<file path="config.mk">
export PLATFORM = sky130hd
export DESIGN_NAME = i2cbr_slave
export DESIGN_NICKNAME = d
export VERILOG_FILES = /design/src/rtl/i2cbr_pkg.sv /design/src/rtl/i2cbr_filt.sv /design/src/rtl/i2cbr_cond.sv /design/src/rtl/i2cbr_regbank.sv /design/src/rtl/i2cbr_slave.sv
export SDC_FILE = /design/constraint.sdc
export NUM_CORES = 1
export LEC_CHECK = 0
export BUFFER_PORTS_ARGS = -buffer_cell sky130_fd_sc_hd__buf_2
export CAP_MARGIN = 0
export CORE_UTILIZATION = 60
export CTS_BUF_LIST = sky130_fd_sc_hd__clkbuf_4
export DETAILED_ROUTE_END_ITERATION = 10
export PLACE_DENSITY = 0.83
export SKIP_LAST_GASP = 1
export SLEW_MARGIN = 40
export SYNTH_ARGS = -nofsm -noshare
export SYNTH_HDL_FRONTEND = slang
export SYNTH_HIERARCHICAL = 1
export SYNTH_SLANG_ARGS = --single-unit
</file>
<file path="constraint.sdc">
create_clock -name clk -period 4.6 [get_ports clk]
set_input_delay 0.46 -clock clk [delete_from_list [all_inputs] [get_ports clk]]
set_output_delay 0.46 -clock clk [all_outputs]
set_load 0.01 [all_outputs]
</file>
<file path="src/rtl/i2cbr_pkg.sv">
package i2cbr_pkg;

    typedef enum logic [2:0] {
        ST_IDLE,
        ST_RX,
        ST_ACK,
        ST_TX,
        ST_MACK
    } st_e;

    typedef enum logic [1:0] {
        PH_ADDR,
        PH_IDX,
        PH_CNT,
        PH_DATA
    } ph_e;

    typedef struct packed {
        logic       we;
        logic [7:0] idx;
        logic [7:0] data;
    } wr_s;

    function automatic ph_e ph_next(ph_e p);
        case (p)
            PH_ADDR: return PH_IDX;
            PH_IDX:  return PH_CNT;
            default: return PH_DATA;
        endcase
    endfunction

    function automatic logic [7:0] reg_rst_val(int i);
        return 8'(8'hA0 + i);
    endfunction

endpackage

</file>
<file path="src/rtl/i2cbr_filt.sv">
module i2cbr_filt #(
    parameter int FILT_LEN = 3
) (
    input  logic clk,
    input  logic rst,
    input  logic din,
    output logic dout
);
    localparam int CW = (FILT_LEN > 1) ? $clog2(FILT_LEN) : 1;

    logic [1:0]    sync_q;
    logic [CW-1:0] cnt_q;
    logic          out_q;

    always_ff @(posedge clk) begin
        if (rst) begin
            sync_q <= 2'b11;
            cnt_q  <= '0;
            out_q  <= 1'b1;
        end else begin
            sync_q <= {sync_q[0], din};
            if (sync_q[1] == out_q) begin
                cnt_q <= '0;
            end else if (cnt_q == CW'(FILT_LEN - 1)) begin
                out_q <= sync_q[1];
                cnt_q <= '0;
            end else begin
                cnt_q <= cnt_q + 1'b1;
            end
        end
    end

    assign dout = out_q;
endmodule

</file>
<file path="src/rtl/i2cbr_cond.sv">
module i2cbr_cond (
    input  logic clk,
    input  logic rst,
    input  logic scl_f,
    input  logic sda_f,
    output logic scl_rise,
    output logic scl_fall,
    output logic start_det,
    output logic stop_det
);
    logic scl_p, sda_p;

    always_ff @(posedge clk) begin
        if (rst) begin
            scl_p <= 1'b1;
            sda_p <= 1'b1;
        end else begin
            scl_p <= scl_f;
            sda_p <= sda_f;
        end
    end

    assign scl_rise  = scl_f & ~scl_p;
    assign scl_fall  = ~scl_f & scl_p;
    assign start_det = scl_f & scl_p & sda_p & ~sda_f;
    assign stop_det  = scl_f & scl_p & ~sda_p & sda_f;
endmodule

</file>
<file path="src/rtl/i2cbr_regbank.sv">
module i2cbr_regbank import i2cbr_pkg::*; #(
    parameter int NUM_REGS = 20
) (
    input  logic                  clk,
    input  logic                  rst,
    input  wr_s                   wr,
    input  logic [7:0]            ridx,
    output logic [7:0]            rdata,
    output logic [NUM_REGS*8-1:0] regs_o
);
    logic [7:0] mem [NUM_REGS];

    for (genvar g = 0; g < NUM_REGS; g++) begin : g_reg
        always_ff @(posedge clk) begin
            if (rst)
                mem[g] <= reg_rst_val(g);
            else if (wr.we && wr.idx == 8'(g))
                mem[g] <= wr.data;
        end
        assign regs_o[g*8 +: 8] = mem[g];
    end

    always_comb begin
        rdata = 8'h00;
        for (int i = 0; i < NUM_REGS; i++)
            if (ridx == 8'(i)) rdata = mem[i];
    end
endmodule

</file>
<file path="src/rtl/i2cbr_slave.sv">
module i2cbr_slave import i2cbr_pkg::*; #(
    parameter int         NUM_REGS = 20,
    parameter int         FILT_LEN = 3,
    parameter logic [6:0] DEV_ADDR = 7'h69,
    parameter logic [7:0] CNT_RST  = 8'h07
) (
    input  logic                  clk,
    input  logic                  rst,
    input  logic                  scl_i,
    input  logic                  sda_i,
    output logic                  sda_oe,
    output logic [NUM_REGS*8-1:0] regs_o
);
    logic scl_f, sda_f;
    logic scl_rise, scl_fall, start_det, stop_det;

    i2cbr_filt #(.FILT_LEN(FILT_LEN)) u_scl_filt (
        .clk(clk), .rst(rst), .din(scl_i), .dout(scl_f)
    );
    i2cbr_filt #(.FILT_LEN(FILT_LEN)) u_sda_filt (
        .clk(clk), .rst(rst), .din(sda_i), .dout(sda_f)
    );
    i2cbr_cond u_cond (
        .clk(clk), .rst(rst), .scl_f(scl_f), .sda_f(sda_f),
        .scl_rise(scl_rise), .scl_fall(scl_fall),
        .start_det(start_det), .stop_det(stop_det)
    );

    st_e        state_q;
    ph_e        phase_q;
    logic [3:0] bitcnt_q;
    logic [7:0] shreg_q, txreg_q, idx_q, cnt_q, wrem_q;
    logic       is_read_q, mack_q, sda_oe_q;

    wr_s        wr;
    logic [7:0] rdata;
    logic       bank_we;
    logic [7:0] bank_idx;
    logic       byte_done;

    assign byte_done = (state_q == ST_RX) && scl_fall && (bitcnt_q == 4'd8);

    always_comb begin
        wr      = '0;
        wr.idx  = idx_q;
        wr.data = shreg_q;
        wr.we   = byte_done && (phase_q == PH_DATA) && (wrem_q != 8'd0);
    end
    assign bank_we  = wr.we;
    assign bank_idx = wr.idx;

    i2cbr_regbank #(.NUM_REGS(NUM_REGS)) u_bank (
        .clk(clk), .rst(rst), .wr(wr), .ridx(idx_q),
        .rdata(rdata), .regs_o(regs_o)
    );

    always_ff @(posedge clk) begin
        if (rst) begin
            state_q   <= ST_IDLE;
            phase_q   <= PH_ADDR;
            bitcnt_q  <= '0;
            shreg_q   <= '0;
            txreg_q   <= '0;
            idx_q     <= '0;
            cnt_q     <= CNT_RST;
            wrem_q    <= '0;
            is_read_q <= 1'b0;
            mack_q    <= 1'b0;
            sda_oe_q  <= 1'b0;
        end else if (start_det) begin
            state_q  <= ST_RX;
            phase_q  <= PH_ADDR;
            bitcnt_q <= '0;
            sda_oe_q <= 1'b0;
        end else if (stop_det) begin
            state_q  <= ST_IDLE;
            sda_oe_q <= 1'b0;
        end else begin
            unique case (state_q)
                ST_IDLE: ;
                ST_RX: begin
                    if (scl_rise && bitcnt_q != 4'd8) begin
                        shreg_q  <= {shreg_q[6:0], sda_f};
                        bitcnt_q <= bitcnt_q + 1'b1;
                    end
                    if (byte_done) begin
                        unique case (phase_q)
                            PH_ADDR: begin
                                if (shreg_q[7:1] == DEV_ADDR) begin
                                    is_read_q <= shreg_q[0];
                                    state_q   <= ST_ACK;
                                    sda_oe_q  <= 1'b1;
                                end else begin
                                    state_q <= ST_IDLE;
                                end
                            end
                            PH_IDX: begin
                                idx_q    <= shreg_q;
                                state_q  <= ST_ACK;
                                sda_oe_q <= 1'b1;
                            end
                            PH_CNT: begin
                                cnt_q    <= shreg_q;
                                wrem_q   <= shreg_q;
                                state_q  <= ST_ACK;
                                sda_oe_q <= 1'b1;
                            end
                            PH_DATA: begin
                                if (wrem_q != 8'd0) begin
                                    idx_q    <= idx_q + 1'b1;
                                    wrem_q   <= wrem_q - 1'b1;
                                    state_q  <= ST_ACK;
                                    sda_oe_q <= 1'b1;
                                end else begin
                                    state_q <= ST_IDLE;
                                end
                            end
                            default: state_q <= ST_IDLE;
                        endcase
                    end
                end
                ST_ACK: begin
                    if (scl_fall) begin
                        bitcnt_q <= '0;
                        if (phase_q == PH_ADDR && is_read_q) begin
                            state_q  <= ST_TX;
                            txreg_q  <= cnt_q;
                            sda_oe_q <= ~cnt_q[7];
                        end else begin
                            state_q  <= ST_RX;
                            phase_q  <= ph_next(phase_q);
                            sda_oe_q <= 1'b0;
                        end
                    end
                end
                ST_TX: begin
                    if (scl_rise) bitcnt_q <= bitcnt_q + 1'b1;
                    if (scl_fall) begin
                        if (bitcnt_q == 4'd8) begin
                            state_q  <= ST_MACK;
                            sda_oe_q <= 1'b0;
                        end else begin
                            txreg_q  <= {txreg_q[6:0], 1'b0};
                            sda_oe_q <= ~txreg_q[6];
                        end
                    end
                end
                ST_MACK: begin
                    if (scl_rise) mack_q <= ~sda_f;
                    if (scl_fall) begin
                        bitcnt_q <= '0;
                        if (mack_q) begin
                            state_q  <= ST_TX;
                            txreg_q  <= rdata;
                            sda_oe_q <= ~rdata[7];
                            idx_q    <= idx_q + 1'b1;
                        end else begin
                            state_q <= ST_IDLE;
                        end
                    end
                end
                default: state_q <= ST_IDLE;
            endcase
        end
    end

    assign sda_oe = sda_oe_q;
endmodule

</file>
Word-level counts from Yosys, hierarchy flattened
Memory sizes are Yosys's and may differ from the RTL's.
Index checks and enable logic that the tools add are counted.

storage, ports and cells
  register bits = 63
  memory bits (writable) = 160
  input bits = 4
  output and inout bits = 161
  word-level logic and storage cells = 321
  memories kept = 1

operators by class
  $add $sub $neg = 5
  equal/unequal tests = 54
  multiplexer cells = 146
  bitwise operators = 40
  reduce and logical (&&, ||, !) cells = 55

memories
  memory      words  width  rd ports  clocked after memory_dff  wr ports  line                 text
  u_bank.mem  20     8      20        0                         20        i2cbr_regbank.sv:11  logic [7:0] mem [NUM_REGS];

operator list
  cell                                            count
  two-way mux 8 bit                               45
  two-way mux 1 bit                               73
  == test 8 x 4 -> 1 bit (second input constant)  8
  one-hot mux 8 bit (2 select lines)              3
  two-way mux 7 bit                               6
  == test 8 x 3 -> 1 bit (second input constant)  4
  == test 8 x 5 -> 1 bit (second input constant)  4
  logical AND 1 bit                               26
  inequality test 4 bit (second input constant)   6
  AND reduction 6 bit                             4
  one-hot mux 7 bit (3 select lines)              1
  OR 1 bit                                        20
  inequality test 2 bit (second input constant)   9
  == test 8 x 2 -> 1 bit (second input constant)  2
  AND reduction 8 bit                             2
  two-way mux 3 bit                               5
  one-hot mux 3 bit (5 select lines)              1
  NOT 1 bit                                       13
  two-way mux 4 bit                               3
  one-hot mux 4 bit (3 select lines)              1
  AND reduction 4 bit                             3
  AND reduction 5 bit                             2
  one-hot mux 3 bit (3 select lines)              1
  AND reduction 9 bit                             1
  32 further kinds                                57

Depth between registers and ports, before layout
  depth in word-level cells = 25
  mapped depth = 12
  depth with buffers taken out = 10

Hierarchy
The synthesis kept the hierarchy.

modules (own cells, without submodules)
  module         times used  cells an instance  area each (µm²)
  i2cbr_regbank  1           707                8215.4
  i2cbr_slave    1           368                2935.3
  i2cbr_filt     2           14                 166.4
  i2cbr_cond     1           8                  85.1

Least setup slack after synthesis
No wires, ideal clock.

  path type = register to register
  start point = reg phase_q[0]
  end point = mem u_bank.mem[12][0] (netlist: u_bank/mem[3][0]), enable pin
  arrival time = 2815 ps
  path slack = 1401 ps
  stages on the path, launching flop included = 12
  buffers on the path = 3
  period minus slack after synthesis = 3199 ps
  cells stage by stage = dfxtp_1 -> ha_1 -> clkbuf_1 -> inv_1 -> a21o_1 -> nor3_1 -> nor4b_2 -> nand2b_1 -> or3_1 -> clkbuf_1 -> clkbuf_1 -> o21ai_0

RTL lines
  what                    line                 text
  from (decl)             i2cbr_slave.sv:30    ph_e phase_q;
  from (signal assigned)  i2cbr_slave.sv:131   phase_q <= ph_next(phase_q);
  to (decl)               i2cbr_regbank.sv:11

==> reports/summary.txt <==
status -> complete, no violations
Seq pwr share -> 55.1%
Setup WS post-layout -> 0.7369 ns
average wire per cell in the routed design -> 21.73 microns
Required @ worst endpoint -> 5.01 ns
fin nets -> 1292
vias in the first global route -> 9186
Fin. Hold Viols -> 0
Setup Viol. Count Final -> 0
Vias/cell -> 6.404
Placed Cells -> 1475
setup TNS -> 0 ns
Max Root-Sink Buffers -> 3
Pre-Repair DR Iteration Count -> 5
vias -> 10120
initial antenna violation count -> 2
Synth Instances -> 1111
Post-Place Setup Slack -> 0.8149 ns
gr usage total -> 34.17%
Min-Delay Path Class -> flop to flop
Initial DRC Count -> 1415
Yosys reg bits -> 223
Antenna Nets Post-Route -> 0
Post-synth ARST share -> 0%
overflow left after global routing -> 0
clock share of power -> 41.7%
area delta synth->final -> 14.70%
mux share of post-synthesis cell area -> 5.797%
post-synth net total -> 1127
Worst Max-Slew Pin Slew -> 0.8196 ns
sequential share of the synthesized area -> 52.43%
largest net degree at the start of global routing -> 68
Yosys top cell by area -> edfxtp_1
total power -> 0.003981 W
xor and xnor area share after synthesis -> 0.2271%
fillers -> 1435
Worst slew margin -> 44.85%
Mapped Area -> 11570 sq um
Worst Skew -> 0.05134 ns
Non-Filler Instances -> 1581
io pins -> 165
Leak -> 4.472 nW
Resize count post-CTS -> 0
final instance area -> 13270 sq um
simple-gate share of the synthesized area -> 23.55%
Worst Path Arrival -> 4.27 ns
number of synthesized flops with an enable pin -> 160
Yosys Warn Count -> 6
WL final -> 34350 microns
Setup Fix Bufs, Post-CTS -> 0
Comb pwr share -> 3.2%
pwr dens -> 300.0 nW/um^2
# port buffers -> 164
max cap viols -> 0
share of the synthesized area in the top cell type -> 41.53%
Area after DPL -> 12500 sq um
Core ar. -> 18830 sq um
Avg Inst Size Synth -> 10.41 sq um
Post-Synth Adder-Cell Area -> 1.298%
Synth top cells by count -> edfxtp_1 (160), and2_1 (86), nor2_1 (83)
initial core utilization -> 61.44%
Clock transition at path regs -> 0.07 ns
num rows -> 50
Critical Setup Path Class -> flop to flop
clock latency on the worst-skew pair -> 0.70 ns
first-pass GRT wire length -> 51630 microns
CTS root buf -> clkbuf_4
placed wire-length estimate -> 22980 microns
top post-synthesis cells by area -> edfxtp_1 (42%), dfxtp_1 (11%), and2_1 (4.7%)
Sw Share -> 23.08%
Yosys cell types -> 81
Final Cycle Share -> 83.98%
Die H -> 140.9 microns
chip width -> 140.9 microns
Tmin final -> 3.863 ns
IR drop worst, VDD -> 0.1874 mV
clock sinks -> 223
Synth Area in Compound Gates -> 12.44%
die area -> 19840 sq um
Power Internal -> 0.003062 W
# DRC -> 0
Critical Path Start Type -> flop
largest fanout on the critical path -> 21
Sw Pwr -> 0.0009188 W
RSZ-0062 raised after global routing -> no
CTS buffer count -> 56
main flop type after synthesis -> edfxtp_1
Fmax achieved -> 258.9 MHz
largest family of logic cells by synthesized area -> simple AND/OR/NAND/NOR gates
H-tree levels -> 2
fraction of layout cells with a size suffix above 1 -> 25.15%
crit end category -> flop
CTS tree -> done
top-count cell post-synth -> edfxtp_1
routability cong. -> 0.9646
Max Slew Vio Count -> 0
## routing by layer
| layer | up-vias | routed length, microns | track usage, % |
|---|---|---|---|
| li1 | 4473 | - | - |
| met1 | 4761 | 13530 | 47.99 |
| met2 | 784 | 14900 | 50.17 |
| met3 | 106 | 4676 | 8.186 |
| met4 | 0 | 1247 | 15.90 |
| met5 | - | 0 | 0 |
## cells in the final DEF, fill, tap and decap left out, drive strengths merged, types with 5 or more instances in the layout
master,count
o21ai,53
nor2,84
or2,13
or4,5
buf,189
ha,12
o221ai,7
inv,19
dfxtp,63
nor2b,14
and2,86
o32ai,8
nor4,18
a221oi,6
nand2b,32
mux2i,31
a311oi,7
and3,11
o22ai,5
or3,68
nand4,5
a22oi,12
a21oi,60
clkbuf,79
mux2,22
mux4,5
nand3,30
a31oi,8
nor3,22
a211oi,13
clkinv,20
edfxtp,160
nand2,81
a32oi,5
## power by group through the flow
stage / Clock (W) / Sequential, W / Combinational [W]
after global routing: 0.00178 / 0.00220 / 0.000135
final: 0.00166 / 0.00219 / 0.000127
after global placement: 0 / 0.00224 / 0.000121
after detailed placement: 0 / 0.00224 / 0.000124
after CTS: 0.00168 / 0.00219 / 0.000125
after floorplan: 0 / 0.00224 / 0.0000582
## logic make-up after synthesis
family | after synthesis
compound gates | 219
xor+xnor | 3
fa+ha+maj | 12
buf+inv | 102
flops | 223
mux | 58
simple gates | 494
## path summary, 6_finish.rpt
kind | from | to | slack [ns] | cells after the start
setup / recovery | phase_q[0] | u_bank/mem[3][11] | 0.74 | 9
hold / removal | u_scl_filt/sync_q[0] | u_scl_filt/sync_q[1] | 0.40 | 1
setup reg to reg | phase_q[0] | u_bank/mem[3][11] | 0.74 | 9
hold reg to reg | u_scl_filt/sync_q[0] | u_scl_filt/sync_q[1] | 0.40 | 1
## worst max-delay path: stages, from the launching register on
cell	delay (ns)
dfxtp_1	0.36
ha_1	0.53
inv_1	0.34
a21o_1	0.25
nor3_1	0.34
nor4b_2	0.32
nand2b_1	0.20
or2_2	0.52
o21ai_0	0.49
buf_4	0.24
## state kept, by name, indices dropped and copies added, names as in the netlist, 2 cells and up
name	cells
u_bank/mem	160
cnt_q	8
bank_idx	8
u_sda_filt/sync_q	2
wrem_q	8
state_q	3
u_scl_filt/sync_q	2
bitcnt_q	4
phase_q	2
txreg_q	7
u_scl_filt/cnt_q	2
u_sda_filt/cnt_q	2
shreg_q	8
## stage by stage
stage,util (%),hold slack (ns)
floorplan,-,0.3895
global placement,66.27,0.3919
detailed placement,66.40,0.3940
CTS,70.29,0.3878
global route,70.47,0.4046
finish,70.47,0.4043
## final cells by class
cell class	count	area, sq um	area share, %
Tap cell	260	325.3	2.452
Sequential cell	223	6075	45.78
Inverter	18	72.57	0.5469
Clock inverter	23	118.9	0.8958
Timing Repair Buffer	191	1041	7.845
Antenna cell	1	2.502	0.01886
Multi-Input combinational cell	786	5041	37.99
Clock buffer	79	593.1	4.470
## timing repair
action	4_1_cts	5_1_grt
hold buffers	2	0
endpoints found under the hold margin	2	0
setup endpoints to repair	0	0
Note: power is estimated with default switching activity, not from simulation.
